$ cat src/rtl/csbus_ctrl.sv
module csbus_ctrl #(
  parameter int NWIN = 6,
  parameter int AW = 24,
  parameter int WW = 4,
  parameter logic [AW-1:0] RST_BASE = 24'hFF2000,
  parameter logic [AW-1:0] RST_MASK = 24'hFFFF00
) (
  input  logic          clk,
  input  logic          rst_n,
  input  logic          cfg_we,
  input  logic [2:0]    cfg_sel,
  input  logic [AW-1:0] cfg_base,
  input  logic [AW-1:0] cfg_mask,
  input  logic [WW-1:0] cfg_waits,
  input  logic          cfg_wide,
  input  logic          cfg_en,
  input  logic          req,
  input  logic [AW-1:0] req_addr,
  input  logic          req_write,
  input  logic          req_word,
  input  logic [15:0]   req_wdata,
  output logic          done,
  output logic [15:0]   rdata,
  output logic [AW-1:0] ext_addr,
  output logic          adv,
  output logic [NWIN-1:0] cs_n,
  output logic          rd_n,
  output logic          wrl_n,
  output logic          wrh_n,
  output logic          bhe_n,
  output logic [15:0]   ext_wdata,
  input  logic [15:0]   ext_rdata,
  input  logic          ready
);
  localparam int SW = $clog2(NWIN);

  typedef enum logic [1:0] {S_IDLE, S_ADDR, S_DATA} st_t;
  st_t st;

  logic [AW-1:0] base [NWIN];
  logic [AW-1:0] mask [NWIN];
  logic [WW-1:0] waits [NWIN];
  logic [NWIN-1:0] wide, en;

  logic [AW-1:0] a_q;
  logic          wr_q, word_q, half_q;
  logic [15:0]   wd_q, rd_q;
  logic [WW-1:0] wcnt;

  logic [SW-1:0] sel;
  logic          any;

  always_comb begin
    sel = SW'(NWIN - 1);
    any = 1'b0;
    for (int i = NWIN - 1; i >= 0; i--) begin
      if (en[i] && (((a_q ^ base[i]) & mask[i]) == '0)) begin
        sel = SW'(i);
        any = 1'b1;
      end
    end
  end

  wire [WW-1:0] w_sel   = waits[sel];
  wire          wide_s  = wide[sel];
  wire          active  = (st != S_IDLE);
  wire          in_data = (st == S_DATA);
  wire          hi_lane = wide_s && (word_q || a_q[0]);
  wire          lo_lane = !wide_s || word_q || !a_q[0];
  wire          split   = !wide_s && word_q;
  wire          finish  = in_data && (wcnt == w_sel) && ((w_sel == '0) || ready);
  wire [7:0]    in_byte = (wide_s && a_q[0]) ? ext_rdata[15:8] : ext_rdata[7:0];

  always_comb
    for (int i = 0; i < NWIN; i++)
      cs_n[i] = !(active && any && (sel == SW'(i)));

  assign ext_addr  = a_q;
  assign adv       = (st == S_ADDR);
  assign rd_n      = !(in_data && !wr_q);
  assign wrl_n     = !(in_data && wr_q && lo_lane);
  assign wrh_n     = !(in_data && wr_q && (hi_lane || !wide_s));
  assign bhe_n     = !(active && hi_lane);
  assign ext_wdata = wide_s ? (word_q ? wd_q : {wd_q[7:0], wd_q[7:0]})
                            : {8'h00, (half_q ? wd_q[15:8] : wd_q[7:0])};
  assign rdata     = rd_q;

  always_ff @(posedge clk or negedge rst_n) begin
    if (!rst_n) begin
      for (int i = 0; i < NWIN; i++) begin
        base[i]  <= (i == 0) ? RST_BASE : '0;
        mask[i]  <= (i == 0) ? RST_MASK : '0;
        waits[i] <= '1;
        wide[i]  <= 1'b0;
        en[i]    <= (i == 0);
      end
    end else if (cfg_we && (int'(cfg_sel) < NWIN)) begin
      base[cfg_sel]  <= cfg_base;
      mask[cfg_sel]  <= cfg_mask;
      waits[cfg_sel] <= cfg_waits;
      wide[cfg_sel]  <= cfg_wide;
      en[cfg_sel]    <= cfg_en;
    end
  end

  always_ff @(posedge clk or negedge rst_n) begin
    if (!rst_n) begin
      st     <= S_IDLE;
      a_q    <= '0;
      wr_q   <= 1'b0;
      word_q <= 1'b0;
      half_q <= 1'b0;
      wd_q   <= '0;
      rd_q   <= '0;
      wcnt   <= '0;
      done   <= 1'b0;
    end else begin
      done <= 1'b0;
      case (st)
        S_IDLE: if (req) begin
          a_q    <= req_addr;
          wr_q   <= req_write;
          word_q <= req_word;
          wd_q   <= req_wdata;
          half_q <= 1'b0;
          st     <= S_ADDR;
        end
        S_ADDR: begin
          wcnt <= '0;
          st   <= S_DATA;
        end
        S_DATA: begin
          if (finish) begin
            if (split && !half_q) begin
              rd_q[7:0] <= ext_rdata[7:0];
              half_q    <= 1'b1;
              a_q       <= a_q + AW'(1);
              st        <= S_ADDR;
            end else begin
              if (split)       rd_q[15:8] <= ext_rdata[7:0];
              else if (word_q) rd_q       <= ext_rdata;
              else             rd_q       <= {8'h00, in_byte};
              done <= 1'b1;
              st   <= S_IDLE;
            end
          end else if (wcnt != w_sel) begin
            wcnt <= wcnt + WW'(1);
          end
        end
        default: st <= S_IDLE;
      endcase
    end
  end
endmodule


$ cat config.mk
export PLATFORM = sky130hd
export DESIGN_NAME = csbus_ctrl
export DESIGN_NICKNAME = d
export VERILOG_FILES = /design/src/rtl/csbus_ctrl.sv
export SDC_FILE = /design/constraint.sdc
export NUM_CORES = 1
export LEC_CHECK = 0
export ABC_AREA = 1
export BUFFER_PORTS_ARGS = -buffer_cell sky130_fd_sc_hd__buf_2
export CAP_MARGIN = 10
export CORE_ASPECT_RATIO = 0.7
export CORE_MARGIN = 2
export CORE_UTILIZATION = 35
export DETAILED_ROUTE_END_ITERATION = 8
export PLACE_DENSITY = 0.51
export REMOVE_ABC_BUFFERS = 1
export SLEW_MARGIN = 20
export SYNTH_ARGS = -nofsm -noshare
export SYNTH_HDL_FRONTEND = slang
export SYNTH_SLANG_ARGS = --single-unit
$ cat constraint.sdc
create_clock -name clk -period 3.4 [get_ports clk]
set_input_delay 0.68 -clock clk [delete_from_list [all_inputs] [get_ports clk]]
set_output_delay 0.68 -clock clk [all_outputs]
set_load 0.02 [all_outputs]
-- Word-level counts from Yosys, hierarchy flattened
Cells that the tools add are included.
- bits in registers: 390
- bits of input ports: 120
- logic and storage cells: 186
- output and inout bits: 68
- equal/unequal tests: 15
- reduce and logical (&&, ||, !) cells: 64
- magnitude comparators: 7
- muxes and demuxes: 53
- bitwise operators: 15
- add/subtract/negate cells: 2
- operator list (operator ; count):
    $bwmux 144 ; 2
    $and 24x24->24 ; 6
    $logic_not 24->1 ; 6
    $xor 24x24->24 ; 6
    $mux 24 ; 4
    $demux 24 s3 ; 1
    $mux 16 ; 3
    $pmux 24 s2 ; 1
    $mux 8 ; 5
    $logic_and 1x1->1 ; 27
    $add 24x1->24 const B ; 1
    $bwmux 24 ; 1
    $mux 4 ; 5
    $mux 1 ; 16
    $logic_not 1->1 ; 14
    $bmux 4 s3 ; 1
    $bwmux 6 ; 2
    $demux 4 s3 ; 1
    $mux 3 ; 4
    $reduce_and 3->1 ; 3
    $ge 4x4->1 const B ; 2
    $lt 3x4->1 const B ; 2
    $ne 2x1->1 const B ; 4
    $not 3->4 ; 2
    other kinds (26) ; 37

-- Depth between registers and ports, before layout
Gate-level depths: netlist (run 1).
- depth after elaboration: 18
- gate-level depth with buffers: 27
- mapped depth without buffers: 26

-- Worst setup path after synthesis (run 1)
OpenSTA, ideal clock, no wires.
- path type: reg-to-output
- start: reg a_q[11], in the netlist ext_addr[11]
- end: out ext_wdata[0]
- setup slack: -0.163 ns
- data required time: 2.720 ns
- data arrival time: 2.883 ns
- cell stages (with the launch flop): 20
- path buffers: 3
- cells stage by stage: dfrtp_1 -> buf_2 -> or2_1 -> nand3_1 -> nand2_1 -> nor2_1 -> nand3b_1 -> nor2_1 -> nand2_1 -> nand2_4 -> nand2_4 -> nand2_4 -> nor2_2 -> nand2_1 -> nand4_1 -> nand2_1 -> buf_2 -> nand2_1 -> clkbuf_1 -> o21ai_0
- longest elaborated chain between the ends: 12
- elaborated cells on any way between the ends: 28
- RTL lines (element ; RTL line ; RTL):
    start: declaration ; 45 ; logic [AW-1:0] a_q;
    start signal: assignment ; 121 ; a_q <= req_addr;
    start signal: assignment ; 137 ; a_q <= a_q + AW'(1);
    $xor 24x24->24 ; 57 ; if (en[i] && (((a_q ^ base[i]) & mask[i]) == '0)) begin
    $and 24x24->24 ; 57 ;
    $logic_not 24->1 ; 57 ;
    $logic_and 1x1->1 ; 57 ;
    $mux 1 ; 57 ;
    $mux 3 (3 in a row) ; 57 ;
    $mux 3 * ; 57 ;
    $bmux 1 s3 * ; 65 ; wire wide_s = wide[sel];
    $mux 1 (not written as such) * ; 65 ;
    $mux 16 * ; 84 ; assign ext_wdata = wide_s ? (word_q ? wd_q : {wd_q[7:0], wd_q[7:0]})
    end: declaration ; 31 ; output logic [15:0] ext_wdata,
Every way passes the cells marked *; elsewhere a longest branch is shown, timed or not. The select of a mux whose other input is x is not followed.

-- Worst setup path in the final report (run 1)
- start: reg a_q[10], in the netlist ext_addr[10]
- end: out ext_wdata[0]
The elaborated chain is that of the path after synthesis.

==> results.json, run 1 <==
{
  "status": "finished with violations",
  "violations": "setup timing",
  "crit_family": "simple AND/OR/NAND/NOR gates",
  "grt_max_degree": 109,
  "synth_flop_cell": "dfrtp_1",
  "diodes": 0,
  "drive_above_1_share": 0.294,
  "ioPinCount": 188,
  "antenna_found_initial": 0,
  "power.switching_w": 0.00777,
  "r2r-start": "ext_addr[10]",
  "synthToLayoutAreaGrowth_pct": 30.1,
  "synth_cell_types": 43,
  "die_h_um": 198,
  "critPathLaunchType": "flip-flop",
  "relSlewSlack": 0.343,
  "worstReg2RegEnd": "ext_addr[18]",
  "endpoint_kind": "output port",
  "combPwrFrac": 0.429,
  "cp_slowest_cell": "dfrtp_2",
  "ir_worst_vdd_uv": 379,
  "worstSetupPathType": "flip-flop to output port",
  "numClockSinks": 390,
  "synth_edf_count": 0,
  "layout.nets": 2838,
  "p_int_w": 0.0121,
  "worst_ep_arrival_time_ns": 3.33,
  "p_clk_frac": 0.232,
  "wl_per_cell_um": 17.8,
  "required_ns": 2.72,
  "yosysWarningCount": 0,
  "cts_root_buf": "clkbuf_16",
  "crit_buf_inv": 4,
  "rsz0062_at_grt": "true",
  "seqPwrFrac": 0.339,
  "fmax_ghz": 0.249,
  "cts_tree": "built",
  "ys_seq_area_frac": 0.524,
  "place.gp.congestion": 0.875,
  "syn_inst": 2363,
  "dp.cells": 3287,
  "ys_ff_latch": 390,
  "port-buffer-count": 187,
  "grt_pass1_vias": 16100,
  "crit_chain": "buf_12, nor2_1, o21ai_1, nor2_2, nand2_2, nor2_2, nand2_2, buf_4, nand2_4, nand2_4, a21oi_2, nand2_1, nand4_1, nand2_2, nand2_4, buf_8, nand2_2, o21ai_4, buf_6",
  "crit_top_cell": "nand2_2",
  "syn-cell-area_mm2": 0.0187,
  "via_per_inst": 4.97,
  "finalCritPeriodShare": 1.18,
  "leakagePower_nw": 12.2,
  "setup_slack_ns": -0.608,
  "grt_usage": 0.221,
  "critPathMaxFanout": 8,
  "dieArea_mm2": 0.0554,
  "finClkSkew_ns": 0.0266,
  "final_max_slew_viol_count": 0,
  "wl_mm": 61.1,
  "final_util": 0.464,
  "drt_iter0_drc": 1469,
  "worstMarginPinSlew_ns": 0.985,
  "slowest_delay_ns": 0.43,
  "start_util": 0.356,
  "post-route-drc-count": 0,
  "cts.clk_slew.worst_paths_ns": 0.06,
  "setup_viol": 63,
  "reg2reg_depth": 27,
  "rows": 70,
  "grt-ovfl-total": 0,
  "avgSynthCellArea_um2": 7.93,
  "h-tree-depth": 2,
  "cts_buffers": 42,
  "cts_hold_buf": 0,
  "rrSetupSlack_ns": -0.09,
  "p_per_area_mw_per_mm2": 816,
  "cts_buffer_depth": 3,
  "fin_cells": 3432,
  "dp_hpwl_mm": 42.0,
  "vias": 17100,
  "ant_nets": 0,
  "synthArstFlopShare": 1.00,
  "coreArea_mm2": 0.0526,
  "die_x_um": 280,
  "detail_route.first_pass.iterations": 7,
  "swShare": 0.391,
  "hold_path_class": "input port to asynchronous set/reset pin",
  "clock_latency_ns": 0.56,
  "hold_viol": 0,
  "finalCriticalPeriod_ns": 4.01,
  "grt_pass1_wl_mm": 94.9,
  "maxCapViolCount": 0
}
-- worst register-to-register path: cells and delay by family (launching register included) --
family	cells	cell delay, ns
compound gates	1	0.11
flops	1	0.43
simple gates	19	1.85
buf+inv	7	0.99
-- final cells by class --
class | count | area [µm²]
Clock buffer | 67 | 1280
Clock inverter | 9 | 81.3
Fill cell | 5134 | 28200
Inverter | 181 | 696
Multi-Input combinational cell | 1678 | 8440
Sequential cell | 390 | 9840
Tap cell | 684 | 856
Timing Repair Buffer | 423 | 3180
-- power groups by stage --
stage,clock (W),sequential [W],combinational (W)
detailed placement,0,0.00679,0.00683
finish,0.00461,0.00675,0.00854
global route,0.00490,0.00690,0.00934
CTS,0.00472,0.00671,0.00804
floorplan,0,0.00694,0.00334
global placement,0,0.00676,0.00675
-- how the worst max path moves through the flow --
stage	start	to	slack (ns)	cells past startpoint
after floorplan	ext_addr[4]	ext_wdata[0]	-0.39	16
after global placement	ext_addr[0]	ext_wdata[3]	-0.16	19
after detailed placement	ext_addr[0]	ext_wdata[2]	-0.22	19
after CTS	ext_addr[9]	ext_wdata[2]	-0.46	19
after global routing	ext_addr[2]	ext_wdata[6]	-0.72	20
final	ext_addr[10]	ext_wdata[0]	-0.61	19
-- Yosys cell counts, types with 4 or more instances --
| cell | number | area, µm² |
|---|---|---|
| nand2_4 | 8 | 90.1 |
| o21ai_1 | 5 | 25.0 |
| dfrtp_1 | 340 | 8510 |
| o21ai_0 | 380 | 1900 |
| nor3_1 | 4 | 20.0 |
| or2_2 | 49 | 307 |
| a211oi_1 | 8 | 60.1 |
| a21oi_1 | 14 | 70.1 |
| buf_2 | 9 | 45.0 |
| nor2_1 | 114 | 428 |
| buf_4 | 22 | 165 |
| clkbuf_1 | 75 | 282 |
| dfstp_2 | 50 | 1310 |
| nand2_2 | 5 | 31.3 |
| o22ai_1 | 4 | 25.0 |
| nand2_1 | 823 | 3090 |
| nor2_2 | 6 | 37.5 |
| nand3b_1 | 11 | 82.6 |
| nand3_1 | 164 | 821 |
| or2_1 | 10 | 62.6 |
| mux2_2 | 8 | 90.1 |
| nand4_1 | 18 | 113 |
| xor2_1 | 22 | 193 |
| buf_6 | 5 | 56.3 |
| inv_1 | 178 | 668 |
-- state kept, by name, summed over array words and instances, names as in the netlist, 2 cells and up --
signal and cells:
wd_q 16, wcnt 4, base 144, mask 144, en 6, ext_addr 24, st 2, wide 6
rdata 16, waits 24
-- placed cells by master (no fill, tap or decap), types with 15 or more instances in the layout --
cell,count
nand2_1,759
o21ai_0,363
dfrtp_1,324
buf_4,185
buf_2,165
inv_1,159
nand3_1,138
nor2_1,77
nand2_2,55
buf_6,54
dfstp_2,50
clkbuf_16,43
or2_2,38
nor2_2,31
nand3_2,23
xor2_1,21
nand2_4,20
nand4_1,18
inv_2,17
dfrtp_2,16
buf_12,15
-- layer usage --
layer	GRT usage	share of wire	up-vias
met4	0.0564	0.023	0
li1	-	-	8281
met2	0.312	0.41	486
met3	0.0345	0.063	90
met1	0.347	0.50	8202
met5	0	0	-
-- timing repair --
item | in CTS | in global routing
buffers inserted | 58 | 12
resized for setup | 237 | 101
endpoints found under the setup margin | 71 | 73
pin swaps | 61 | 51
cloned | 1 | 1
-- logic make-up (layout without fill, tap and decap cells) --
logic type	Yosys count	in the layout	share of synthesized area
compound gates	423	423	0.117
flops	390	390	0.524
fa+ha+maj	2	2	0.00134
buf+inv	295	680	0.0661
mux	8	8	0.00481
xor+xnor	24	24	0.0112
simple gates	1221	1221	0.276
-- per-stage QoR --
| step | power (W) | setup TNS (ns) | instance area [µm²] | hold WS [ns] | setup WS, ns |
|---|---|---|---|---|---|
| after floorplan | 0.0103 | -7.02 | 18200 | 0.384 | -0.386 |
| after global placement | 0.0135 | -6.96 | 21400 | 0.466 | -0.162 |
| after detailed placement | 0.0136 | -9.25 | 21400 | 0.474 | -0.222 |
| after CTS | 0.0195 | -9.07 | 23900 | 0.140 | -0.463 |
| after global routing | 0.0211 | -26.35 | 24400 | 0.152 | -0.722 |
| final | 0.0199 | -13.92 | 24400 | 0.110 | -0.608 |
(Power assumes the default switching activity.)
==> run 2: changes to the inputs <==
==> constraint.sdc (replaced) <==
create_clock -name clk -period 4.9 [get_ports clk]
set_input_delay 0.98 -clock clk [delete_from_list [all_inputs] [get_ports clk]]
set_output_delay 0.98 -clock clk [all_outputs]
set_load 0.02 [all_outputs]
==> run 2 against run 1 <==
The run now ends clean. Register-to-register slack improved by 0.86 ns. Critical path depth shrank 1. Routed wire length shrank 2.9%. Cell count is 5.7% lower. Largest cell class unchanged. Largest power group is now registers.
==> results.json, run 2 (same netlist as run 1, synthesis figures left out) <==
{
  "status": "finished, final reports clean",
  "finalCriticalPeriod_ns": 4.65,
  "grt_pass1_wl_mm": 92.5,
  "rows": 70,
  "dp_hpwl_mm": 41.0,
  "dr_wl_met2_mm": 24.5,
  "cts_buffer_depth": 3,
  "numClockSinks": 390,
  "cts_buffers": 43,
  "cts.clk_slew.worst_paths_ns": 0.06,
  "ir_worst_vdd_uv": 232,
  "post-route-drc-count": 0,
  "cp_slowest_cell": "dfrtp_2",
  "wl_met3_mm": 4.39,
  "wl_met1_mm": 29.3,
  "worstMarginPinSlew_ns": 1.01,
  "dieArea_mm2": 0.0554,
  "crit_top_cell": "nand2_1",
  "cts_root_buf": "clkbuf_16",
  "placed_area_mm2": 0.0202,
  "critPathMaxFanout": 12,
  "maxCapViolCount": 0,
  "relSlewSlack": 0.324,
  "worst_ep_arrival_time_ns": 3.67,
  "setup_slack_ns": 0.251,
  "clock_latency_ns": 0.57,
  "path_depth": 18,
  "reg2reg_depth": 19,
  "grt-ovfl-total": 0,
  "pre_cts_ws_ns": 0.329,
  "antenna_found_initial": 1,
  "synthToLayoutAreaGrowth_pct": 16.4,
  "top_layer": "met4",
  "dp.cells": 3144,
  "cts_tree": "built",
  "cts_hold_buf": 0,
  "crit_chain": "or2_2, nand3_1, nand2_1, nor2_1, nand3b_1, nor2_4, nand2_1, nand2_4, nand2_4, a21oi_2, nand2_1, nand4_1, nand2_1, buf_4, inv_4, nand3_4, nand2_1, buf_2",
  "finClkSkew_ns": 0.0284,
  "rsz0062_at_grt": "false",
  "place.gp.congestion": 0.871,
  "final_max_slew_viol_count": 0,
  "drt_iter0_drc": 1471,
  "ioPinCount": 188,
  "ant_nets": 0,
  "fmax_ghz": 0.215,
  "diodes": 0,
  "die_x_um": 280,
  "start_util": 0.356,
  "crit_buf_inv": 3,
  "finalCritPeriodShare": 0.949,
  "leakagePower_nw": 10.9,
  "detail_route.first_pass.iterations": 6,
  "required_ns": 3.92,
  "vias": 16200,
  "via_per_inst": 5.01,
  "h-tree-depth": 2,
  "top_regs": "base: 144 flops, mask: 144 flops",
  "grt_max_degree": 109,
  "p_per_area_mw_per_mm2": 555,
  "final_common_cell": "nand2_1",
  "die_h_um": 198,
  "worstSetupPathType": "flip-flop to output port",
  "wl_mm": 59.3,
  "layout.nets": 2639,
  "grt_usage": 0.216,
  "crit_family": "simple AND/OR/NAND/NOR gates",
  "drive_above_1_share": 0.179,
  "critPathLaunchType": "flip-flop",
  "hold_path_class": "input port to asynchronous set/reset pin",
  "design_area_mm2": 0.0218,
  "wl_per_cell_um": 18.3,
  "endpoint_kind": "output port",
  "slowest_delay_ns": 0.50,
  "setup_viol": 0,
  "grt_pass1_vias": 15300,
  "mostFrequentLayoutCells": "814 x nand2_1, 380 x o21ai_0, 322 x dfrtp_1, 186 x buf_2, 169 x inv_1",
  "hold_viol": 0,
  "coreArea_mm2": 0.0526,
  "tns_ns": 0,
  "fin_cells": 3236,
  "port-buffer-count": 187
}
run 2: cell types whose count changed in the layout (fill, tap and decap cells not counted), moves of 12 or more:
cell	delta
buf_6	-52
nand2_2	-47
nand2_1	+55
nand3_2	-22
nand3_1	+26
o21ai_0	+17
buf_12	-12
buf_2	+21
nor2_2	-26
nor2_1	+36
buf_4	-154
run 2: worst reg2reg max path: cells and delay by family, from the launching register on:
family / cells / cell delay (ns)
AO/OA/AOI/OAI: 2 / 0.38
buffers and inverters: 4 / 0.76
flip-flops: 1 / 0.60
AND/OR/NAND/NOR: 13 / 2.33
run 2: final cells by class:
class / count / area [µm²]
Clock buffer: 63 / 1200
Sequential cell: 390 / 9850
Fill cell: 5340 / 30700
Tap cell: 684 / 856
Timing Repair Buffer: 223 / 1260
Inverter: 181 / 684
Multi-Input combinational cell: 1678 / 7770
Clock inverter: 17 / 179
run 2: timing repair:
| action | in CTS | in global routing |
|---|---|---|
| buffers inserted | 4 | 8 |
| setup endpoints to repair | 13 | 13 |
| gates resized for setup | 12 | 26 |
run 2: power by group:
part / leakage, nW / total [W] / switching [W] / internal [W]
Clock: 0.684 / 0.00324 / 0.00137 / 0.00187
Sequential: 4.76 / 0.00483 / 0.000796 / 0.00404
Combinational: 5.47 / 0.00403 / 0.00265 / 0.00138
run 2: path summary, 6_finish.rpt:
| kind | from | end | slack (ns) |
|---|---|---|---|
| worst max-delay path | ext_addr[7] | wrl_n | 0.25 |
| worst min-delay path | rst_n | mask[23] | 0.42 |
| worst max register to register | ext_addr[0] | ext_addr[21] | 0.77 |
| worst min register to register | mask[61] | mask[61] | 0.48 |
| max in group asynchronous | rst_n | en[0] | 3.38 |
| min in group clk | mask[61] | mask[61] | 0.48 |
run 2: per-layer routing:
metal | up-vias | global-route usage
li1 | 7882 | -
met1 | 7802 | 0.335
met2 | 449 | 0.305
met3 | 71 | 0.0493
met4 | 0 | 0.0448
met5 | - | 0
run 2: metrics by stage:
step / power, W / hold slack [ns] / utilization
global placement: 0.00870 / 0.466 / 0.385
global route: 0.0130 / 0.478 / 0.415
finish: 0.0121 / 0.422 / 0.415
floorplan: 0.00714 / 0.453 / -
CTS: 0.0121 / 0.476 / 0.412
detailed placement: 0.00878 / 0.473 / 0.385
==> run 3: changes to the inputs <==
--- a/config.mk
+++ b/config.mk
@@ -8,12 +8,11 @@
 export ABC_AREA = 1
 export BUFFER_PORTS_ARGS = -buffer_cell sky130_fd_sc_hd__buf_2
 export CAP_MARGIN = 10
-export CORE_ASPECT_RATIO = 0.7
+export CORE_ASPECT_RATIO = 1.25
 export CORE_MARGIN = 2
 export CORE_UTILIZATION = 35
 export DETAILED_ROUTE_END_ITERATION = 8
 export PLACE_DENSITY = 0.51
-export REMOVE_ABC_BUFFERS = 1
 export SLEW_MARGIN = 20
 export SYNTH_ARGS = -nofsm -noshare
 export SYNTH_HDL_FRONTEND = slang
==> run 3 against run 2 <==
Via count decreased by 1.9%. Total power increased by 1.2%. Sequential share of layout area decreased by 0.20 points. Cell count decreased by 0.22%. Sequential power about the same. Setup slack got worse by 0.090 ns. Routed wire length increased by 0.93%. Register-to-register slack improved by 0.15 ns. Critical path depth unchanged. Combinational power about the same. Critical endpoint unchanged.
==> results.json, run 3 (same netlist as run 1, synthesis figures left out) <==
{
  "finalCriticalPeriod_ns": 4.74,
  "worstSetupPathType": "flip-flop to output port",
  "finClkSkew_ns": 0.0296,
  "ant_nets": 0,
  "crit_buf_inv": 3,
  "final_common_cell": "nand2_1",
  "via_per_inst": 4.92,
  "final_max_slew_viol_count": 0,
  "cp_slowest_cell": "dfrtp_2",
  "worst_ep_arrival_time_ns": 3.76,
  "setup_viol": 0,
  "p_per_area_mw_per_mm2": 560,
  "grt_usage": 0.217,
  "grt_max_degree": 109,
  "top_regs": "base: 144 flops, mask: 144 flops",
  "detail_route.first_pass.iterations": 5,
  "design_area_mm2": 0.0219,
  "ir_worst_vdd_uv": 304,
  "die_x_um": 211,
  "clock_latency_ns": 0.59,
  "rows": 94,
  "critPathMaxFanout": 14,
  "wl_per_cell_um": 18.5,
  "crit_top_cell": "nand2_1",
  "post-route-drc-count": 0,
  "path_depth": 18,
  "ioPinCount": 188,
  "crit_family": "simple AND/OR/NAND/NOR gates",
  "layout.nets": 2644,
  "leakagePower_nw": 11.0,
  "grt-ovfl-total": 0,
  "endpoint_kind": "output port",
  "required_ns": 3.92,
  "grt_pass1_wl_mm": 91.3,
  "worstMarginPinSlew_ns": 0.970,
  "relSlewSlack": 0.353,
  "synthToLayoutAreaGrowth_pct": 16.9,
  "port-buffer-count": 187,
  "critPathLaunchType": "flip-flop",
  "placed_area_mm2": 0.0202,
  "drive_above_1_share": 0.181,
  "antenna_found_initial": 1,
  "slowest_delay_ns": 0.52,
  "h-tree-depth": 2,
  "tns_ns": 0,
  "worstReg2RegEnd": "ext_addr[6]",
  "place.gp.congestion": 0.859,
  "wl_mm": 59.9,
  "fmax_ghz": 0.211,
  "cts_buffer_depth": 3,
  "crit_chain": "or2_2, nand3_1, nand2_1, nor2_1, nand3b_1, nor2_4, nand2_1, nand2_4, nand2_4, a21oi_2, nand2_1, nand4_1, nand2_1, buf_4, inv_4, nand3_4, nand2_1, buf_2",
  "r2r-start": "ext_addr[7]",
  "synth_nets": 2485,
  "hold_path_class": "input port to asynchronous set/reset pin",
  "status": "finished, final reports clean",
  "cts.clk_slew.worst_paths_ns": 0.06,
  "vias": 15900,
  "maxCapViolCount": 0,
  "die_h_um": 263,
  "dieArea_mm2": 0.0554,
  "rrSetupSlack_ns": 0.92,
  "cts_buffers": 44,
  "start_util": 0.355,
  "cts_tree": "built",
  "hold_viol": 0,
  "finalCritPeriodShare": 0.967,
  "coreArea_mm2": 0.0528,
  "dp_hpwl_mm": 41.9,
  "grt_pass1_vias": 15300,
  "final_util": 0.415,
  "drt_iter0_drc": 1306,
  "holdWs_ns": 0.463,
  "numClockSinks": 390,
  "cts_root_buf": "clkbuf_16",
  "reg2reg_depth": 22,
  "mostFrequentLayoutCells": "814 x nand2_1, 380 x o21ai_0, 320 x dfrtp_1, 186 x buf_2, 173 x inv_1"
}
[run 3: per-stage QoR]
stage               instances  setup WS [ns]  total power (W)
floorplan                2363           1.04          0.00735
global placement         3132          0.395          0.00874
detailed placement       3132          0.317          0.00882
CTS                      3212        0.00670           0.0123
global route             3228        -0.0122           0.0131
finish                   3229          0.161           0.0123
[run 3: worst max path at each step]
stage,from,slack [ns],to
after floorplan,ext_addr[11],1.04,ext_wdata[0]
after global placement,ext_addr[9],0.40,wrl_n
after detailed placement,ext_addr[9],0.32,wrl_n
after CTS,ext_addr[9],0.007,ext_wdata[2]
after global routing,ext_addr[7],-0.01,wrl_n
final,ext_addr[7],0.16,wrl_n
[run 3: per-layer routing]
metal / vias up / share of wire / GRT usage
li1: 7877 / - / -
met5: - / 0 / 0
met1: 7504 / 0.42 / 0.270
met2: 415 / 0.50 / 0.374
met4: 0 / 0.038 / 0.0830
met3: 101 / 0.050 / 0.0368
[run 3: final cells by class]
| class | count | area (µm²) |
|---|---|---|
| fill | 5421 | 30900 |
| tap | 672 | 841 |
| clock inverter | 12 | 174 |
| timing repair buffer | 227 | 1310 |
| multi-input combinational | 1678 | 7750 |
| sequential | 390 | 9850 |
| inverter | 181 | 682 |
| clock buffer | 68 | 1290 |
| antenna | 1 | 2.50 |
[run 3: report_power, final]
| group | internal [W] | switching, W |
|---|---|---|
| sequential | 0.00404 | 0.000788 |
| clock | 0.00203 | 0.00138 |
| combinational | 0.00140 | 0.00262 |
| total | 0.00747 | 0.00479 |
[run 3: what timing repair did]
| item | 4_1_cts | 5_1_grt |
|---|---|---|
| endpoints found under the setup margin | 18 | 11 |
| hold endpoints to repair | 0 | 0 |
| hold buffers | 0 | 0 |
| buffers inserted | 0 | 15 |
| pin swaps | 1 | 0 |
| gates resized for setup | 11 | 23 |
